[src/rtl/seg_addr_pkg.sv]
package seg_addr_pkg;
  localparam int NSEG  = 4;
  localparam int SEL_W = 2;

  typedef enum logic [1:0] {
    ACC_FETCH = 2'd0,
    ACC_STACK = 2'd1,
    ACC_DATA  = 2'd2,
    ACC_DEST  = 2'd3
  } acc_t;

  typedef enum logic [1:0] {
    SEG_CODE  = 2'd0,
    SEG_DATA  = 2'd1,
    SEG_STACK = 2'd2,
    SEG_EXTRA = 2'd3
  } seg_t;
endpackage

[src/rtl/seg_regfile.sv]
module seg_regfile
  import seg_addr_pkg::*;
#(
  parameter int          SEG_W    = 16,
  parameter logic [15:0] CODE_RST = 16'hFFFF
) (
  input  logic                  clk,
  input  logic                  rst,
  input  logic                  wr_en,
  input  logic [SEL_W-1:0]      wr_sel,
  input  logic [SEG_W-1:0]      wr_val,
  output logic [NSEG*SEG_W-1:0] seg_flat
);
  // One register per segment; the code segment has its own reset value.
  for (genvar i = 0; i < NSEG; i++) begin : g_seg
    localparam logic [SEG_W-1:0] RST_VAL =
      (i == int'(SEG_CODE)) ? SEG_W'(CODE_RST) : '0;
    logic [SEG_W-1:0] seg_q;

    always_ff @(posedge clk) begin
      if (rst) begin
        seg_q <= RST_VAL;
      end else if (wr_en && (wr_sel == SEL_W'(i))) begin
        seg_q <= wr_val;
      end
    end

    assign seg_flat[i*SEG_W +: SEG_W] = seg_q;
  end
endmodule

[src/rtl/seg_select.sv]
module seg_select
  import seg_addr_pkg::*;
#(
  parameter int SEG_W = 16
) (
  input  logic [NSEG*SEG_W-1:0] seg_flat,
  input  logic [1:0]            acc_type,
  input  logic                  ovr_valid,
  input  logic [SEL_W-1:0]      ovr_sel,
  output logic [SEG_W-1:0]      seg_val
);
  logic [SEL_W-1:0] idx;

  // Default segment per access kind; the override only reaches stack and data.
  always_comb begin
    unique case (acc_t'(acc_type))
      ACC_FETCH: idx = SEG_CODE;
      ACC_STACK: idx = ovr_valid ? ovr_sel : SEG_STACK;
      ACC_DATA:  idx = ovr_valid ? ovr_sel : SEG_DATA;
      ACC_DEST:  idx = SEG_EXTRA;
      default:   idx = SEG_DATA;
    endcase
  end

  assign seg_val = seg_flat[idx*SEG_W +: SEG_W];
endmodule

[src/rtl/addr_form.sv]
module addr_form #(
  parameter int SEG_W  = 16,
  parameter int OFF_W  = 16,
  parameter int SHIFT  = 4,
  parameter int ADDR_W = SEG_W + SHIFT
) (
  input  logic [SEG_W-1:0]  seg_val,
  input  logic [OFF_W-1:0]  offset,
  output logic [ADDR_W-1:0] base,
  output logic [ADDR_W-1:0] phys,
  output logic [ADDR_W-1:0] last
);
  localparam logic [ADDR_W-1:0] SPAN = ADDR_W'({OFF_W{1'b1}});

  // Paragraph alignment: low SHIFT bits of the base are zero.
  assign base = ADDR_W'({seg_val, {SHIFT{1'b0}}});
  // Both sums are truncated to ADDR_W bits, so they wrap modulo 2^ADDR_W.
  assign phys = base + ADDR_W'(offset);
  assign last = base + SPAN;
endmodule

[src/rtl/seg_addr_unit.sv]
module seg_addr_unit
  import seg_addr_pkg::*;
#(
  parameter int          SEG_W    = 16,
  parameter int          OFF_W    = 16,
  parameter int          SHIFT    = 4,
  parameter logic [15:0] CODE_RST = 16'hFFFF,
  localparam int         ADDR_W   = SEG_W + SHIFT
) (
  input  logic              clk,
  input  logic              rst,
  input  logic              wr_en,
  input  logic [1:0]        wr_sel,
  input  logic [SEG_W-1:0]  wr_val,
  input  logic [1:0]        acc_type,
  input  logic              ovr_valid,
  input  logic [1:0]        ovr_sel,
  input  logic [OFF_W-1:0]  offset,
  output logic [ADDR_W-1:0] phys_addr,
  output logic [ADDR_W-1:0] seg_base,
  output logic [ADDR_W-1:0] seg_last
);
  logic [NSEG*SEG_W-1:0] seg_flat;
  logic [SEG_W-1:0]      seg_val;
  logic [ADDR_W-1:0]     base_c, phys_c, last_c;

  seg_regfile #(.SEG_W(SEG_W), .CODE_RST(CODE_RST)) u_regs (
    .clk      (clk),
    .rst      (rst),
    .wr_en    (wr_en),
    .wr_sel   (wr_sel),
    .wr_val   (wr_val),
    .seg_flat (seg_flat)
  );

  seg_select #(.SEG_W(SEG_W)) u_sel (
    .seg_flat  (seg_flat),
    .acc_type  (acc_type),
    .ovr_valid (ovr_valid),
    .ovr_sel   (ovr_sel),
    .seg_val   (seg_val)
  );

  addr_form #(.SEG_W(SEG_W), .OFF_W(OFF_W), .SHIFT(SHIFT), .ADDR_W(ADDR_W)) u_form (
    .seg_val (seg_val),
    .offset  (offset),
    .base    (base_c),
    .phys    (phys_c),
    .last    (last_c)
  );

  always_ff @(posedge clk) begin
    if (rst) begin
      phys_addr <= '0;
      seg_base  <= '0;
      seg_last  <= '0;
    end else begin
      phys_addr <= phys_c;
      seg_base  <= base_c;
      seg_last  <= last_c;
    end
  end
endmodule

[config.mk]
export PLATFORM = sky130hd
export DESIGN_NAME = seg_addr_unit
export DESIGN_NICKNAME = d
export VERILOG_FILES = /design/src/rtl/seg_addr_pkg.sv /design/src/rtl/seg_regfile.sv /design/src/rtl/seg_select.sv /design/src/rtl/addr_form.sv /design/src/rtl/seg_addr_unit.sv
export SDC_FILE = /design/constraint.sdc
export NUM_CORES = 1
export LEC_CHECK = 0
export ABC_AREA = 1
export BUFFER_PORTS_ARGS = -buffer_cell sky130_fd_sc_hd__clkbuf_2
export CAP_MARGIN = 40
export CORE_AREA = 2 2 120 122
export CTS_CLUSTER_DIAMETER = 50
export DETAILED_ROUTE_END_ITERATION = 10
export DIE_AREA = 0 0 122 124
export SYNTH_ARGS = -nofsm -noshare
export SYNTH_HDL_FRONTEND = slang
export SYNTH_SLANG_ARGS = --single-unit
[constraint.sdc]
create_clock -name clk -period 3.6 [get_ports clk]
set_clock_uncertainty 0.2 [all_clocks]
set_input_delay 0.72 -clock clk [delete_from_list [all_inputs] [get_ports clk]]
set_output_delay 0.72 -clock clk [all_outputs]
set_load 0.02 [all_outputs]
==> out/metrics.json <==
{
  "grt_antenna_before_repair": 0,
  "crit_path_frequent_cell": "sky130_fd_sc_hd__nand2_1",
  "detailroute.via_count": 5259,
  "worst_setup_hold_path_clk_slew_ns": 0.05,
  "timing.final.hold_violations": 0,
  "synthesis.yosys.warnings": 0,
  "synth-main-ff-cell": "sky130_fd_sc_hd__dfxtp_1",
  "worst-endpoint-arrival_ns": 3.14,
  "result_of_the_run": "finished, final reports clean",
  "cpLargestDelayFamily": "simple AND/OR/NAND/NOR gates",
  "hold_crit_path_type": "reg2reg",
  "cts.root.buffer_cell": "sky130_fd_sc_hd__clkbuf_16",
  "synth.cell_area_um2": 5590,
  "via_count_of_the_first_global_routing_pass": 4953,
  "initial_utilization_pct": 40.7,
  "critical_path_peak_fanout": 22,
  "crit_type": "in2reg",
  "detail_route.first_pass.iterations": 5,
  "port_buffers": 97,
  "final_number_of_setup_violating_endpoints": 0,
  "worst_path_largest_cell_delay_ns": 0.41,
  "critical_path.slowest_cell": "sky130_fd_sc_hd__ha_1",
  "worstHoldStart": "u_regs.g_seg[2].seg_q[0]$_SDFFE_PP0P_",
  "synth.lib_cells_used.distinct": 35,
  "fp-row-count": 43,
  "tns_ns": 0,
  "hpwl_reported_at_the_end_of_detailed_placement_mm": 10.8,
  "period_share_pct": 84.0,
  "numPlacedInstances": 1059,
  "ios": 102,
  "tritoncts": "built",
  "synth.top_cell.area_share_pct": 41.9,
  "crit_chain": "clkbuf_2 -> inv_1 -> nand2_1 -> nand2_2 -> nand2_4 -> buf_12 -> o211ai_1 -> nand2_2 -> ha_1 -> nand2_1 -> o21ai_0 -> a21o_1 -> nand3_1 -> nand2_1 -> o21ai_0 -> nand2_1 -> inv_1",
  "max-clock-path-buffers": 2,
  "r2r_start": "u_regs.g_seg[3].seg_q[7]$_SDFFE_PP0P_",
  "hold-path-endpoint": "u_regs.g_seg[2].seg_q[0]$_SDFFE_PP0P_",
  "core_region_area_um2": 13700,
  "achievable_clock_frequency_mhz": 331,
  "grt_setup_unrepaired": "no",
  "worst_ep_required_ns": 3.71,
  "leakagePower_nw": 3.34,
  "end_kind": "flop",
  "synthArstFlopShare_pct": 0,
  "avgSynthCellArea_um2": 7.00,
  "gp_weighted_congestion": 0.876,
  "cts_htree_levels": 4,
  "maxcap_viol_count": 0,
  "grt_start_max_net_pins": 76,
  "start_kind": "input port",
  "cts_inserted_buffers": 17,
  "p_per_area_nw_per_um2": 574,
  "grt_first_pass_wirelength_mm": 24.2,
  "area_growth_pct": 22.5,
  "synth_largest_area_cell": "sky130_fd_sc_hd__dfxtp_1",
  "fin_cells": 1091,
  "chipWidth_um": 122,
  "route.detailed.vias_per_inst": 4.82,
  "final_layout_size_suffix_gt1_share_pct": 22.1,
  "tightestPinTransition_ns": 0.799,
  "die_area_um2": 15100,
  "worst_skew_pair.late_latency_ns": 0.42,
  "cp_num_buf_inv": 4,
  "antennaDiodeCount": 0,
  "netlist_instances": 798,
  "post_cts_buffers": 0,
  "ctsHoldBuffers": 0,
  "detailed_place.area_um2": 6260,
  "final.min_clock_period_ns": 3.02,
  "ant_nets": 0,
  "post_synth_edffs": 0,
  "cts.sinks": 117,
  "detail_route.wl_per_cell_um": 13.7,
  "reg2reg_to": "phys_addr[18]$_SDFF_PP0_",
  "post_cts.resized_instances": 0,
  "timing.hold.ws_ns": 0.249,
  "power.ir.vdd_worst_v": 0.000301,
  "netlist_top_cells_area": "sky130_fd_sc_hd__dfxtp_1, sky130_fd_sc_hd__nand2_1, sky130_fd_sc_hd__nor2_1",
  "drv_slew": 0,
  "first_iter_violations": 390,
  "num-nets-final": 955,
  "stdcell_area_um2": 6840,
  "max-slew-margin-rel_pct": 46.6,
  "nFillCells": 1436,
  "worst_hold_path.num_cells": 2,
  "drcViolationCount": 0,
  "seq_area_frac_synth_pct": 41.9,
  "gr-total-overflow": 0,
  "rr_worst_depth": 16,
  "regToRegSetupSlack_ns": 1.20,
  "cp_num_cells": 17,
  "die_h_um": 124,
  "yosys_register_bits": 117,
  "grt_overall_usage_pct": 20.8,
  "wl_mm": 15.0
}
## registers in the layout (all words and copies together), names as in the netlist
register            count
seg_base               16
u_regs.g_seg.seg_q     64
phys_addr              20
seg_last               17
## stage by stage
| step | power (mW) | setup slack [ns] | util, % |
|---|---|---|---|
| 5_1_grt | 4.12 | 0.250 | 49.9 |
| 4_1_cts | 3.96 | 0.628 | 49.9 |
| 3_3_place_gp | 2.30 | 0.232 | 45.6 |
| 3_5_place_dp | 2.30 | 0.201 | 45.6 |
| 6_report | 3.93 | 0.577 | 49.9 |
| 2_1_floorplan | 2.04 | 0.685 | - |
## synth_stat cells (all sizes together), types with 3 or more instances
library cell,count
nand2,192
dfxtp,117
nor2,105
inv,90
o21ai,88
a21oi,69
nand3,55
clkbuf,22
buf,17
ha,15
o211ai,8
nand3b,3
nand4,3
nor3,3
or2,3
## worst max-delay path by stage
stage / from / end / slack (ns)
6_report: acc_type[1] / phys_addr[18]$_SDFF_PP0_ / 0.58
5_1_grt: ovr_valid / phys_addr[18]$_SDFF_PP0_ / 0.25
4_1_cts: acc_type[1] / phys_addr[18]$_SDFF_PP0_ / 0.63
3_5_place_dp: acc_type[1] / phys_addr[18]$_SDFF_PP0_ / 0.20
3_3_place_gp: acc_type[0] / phys_addr[18]$_SDFF_PP0_ / 0.23
2_1_floorplan: acc_type[0] / phys_addr[18]$_SDFF_PP0_ / 0.68
## routing by layer
metal,wire (um),GRT usage (%),vias up
li1,-,-,2752
met1,7190,27.4,2340
met2,6710,33.0,144
met3,732,4.17,23
met4,369,9.12,0
met5,0,0,-
## final cells by class
cell class | instances | area (um^2) | share of cell area [%]
inverter | 92 | 345 | 5.05
clock buffer | 19 | 453 | 6.62
sequential | 117 | 2340 | 34.2
multi-input combinational | 553 | 2700 | 39.4
tap | 180 | 225 | 3.29
timing repair buffer | 117 | 648 | 9.47
clock inverter | 13 | 133 | 1.94
## worst register-to-register path, delay by kind of cell, from the launching register on
| family | cells | cell delay (ns) |
|---|---|---|
| and+or+nand+nor | 6 | 0.56 |
| buffers and inverters | 4 | 0.28 |
| AOI/OAI and AO/OA | 5 | 0.60 |
| DFF | 1 | 0.29 |
| adders and majority gates | 1 | 0.37 |
## report_power, final
group          switching (mW)  total, mW  internal [mW]
logic                   0.566      0.836          0.270
registers              0.0330       1.44           1.40
clock network           0.608       1.66           1.05
## logic make-up after synthesis
logic type                 count (synthesis)  synth area share [%]
buffers and inverters                    131                  10.1
adders and majority gates                 15                  3.36
and+or+nand+nor                          364                  28.0
DFF                                      117                  41.9
AOI/OAI and AO/OA                        169                  16.1
muxes                                      1                 0.403
other                                      1                0.0671
## cells in the final DEF, fill, tap and decap left out, types with 3 or more instances in the layout
cell / n
sky130_fd_sc_hd__ha_1: 15
sky130_fd_sc_hd__nand3b_1: 3
sky130_fd_sc_hd__dfxtp_1: 117
sky130_fd_sc_hd__nand2_2: 18
sky130_fd_sc_hd__nor2_2: 6
sky130_fd_sc_hd__nand4_1: 3
sky130_fd_sc_hd__clkinvlp_4: 4
sky130_fd_sc_hd__o211ai_1: 7
sky130_fd_sc_hd__nand3_2: 3
sky130_fd_sc_hd__conb_1: 4
sky130_fd_sc_hd__buf_4: 19
sky130_fd_sc_hd__inv_1: 76
sky130_fd_sc_hd__clkinv_2: 5
sky130_fd_sc_hd__nand2_1: 173
sky130_fd_sc_hd__o21ai_2: 3
sky130_fd_sc_hd__inv_2: 14
sky130_fd_sc_hd__clkbuf_2: 97
sky130_fd_sc_hd__nand3_1: 52
sky130_fd_sc_hd__o21ai_0: 61
sky130_fd_sc_hd__a21oi_1: 69
sky130_fd_sc_hd__nor2_1: 98
sky130_fd_sc_hd__o21ai_1: 23
sky130_fd_sc_hd__clkbuf_16: 17
No activity file was read; power rests on OpenSTA's default activity.
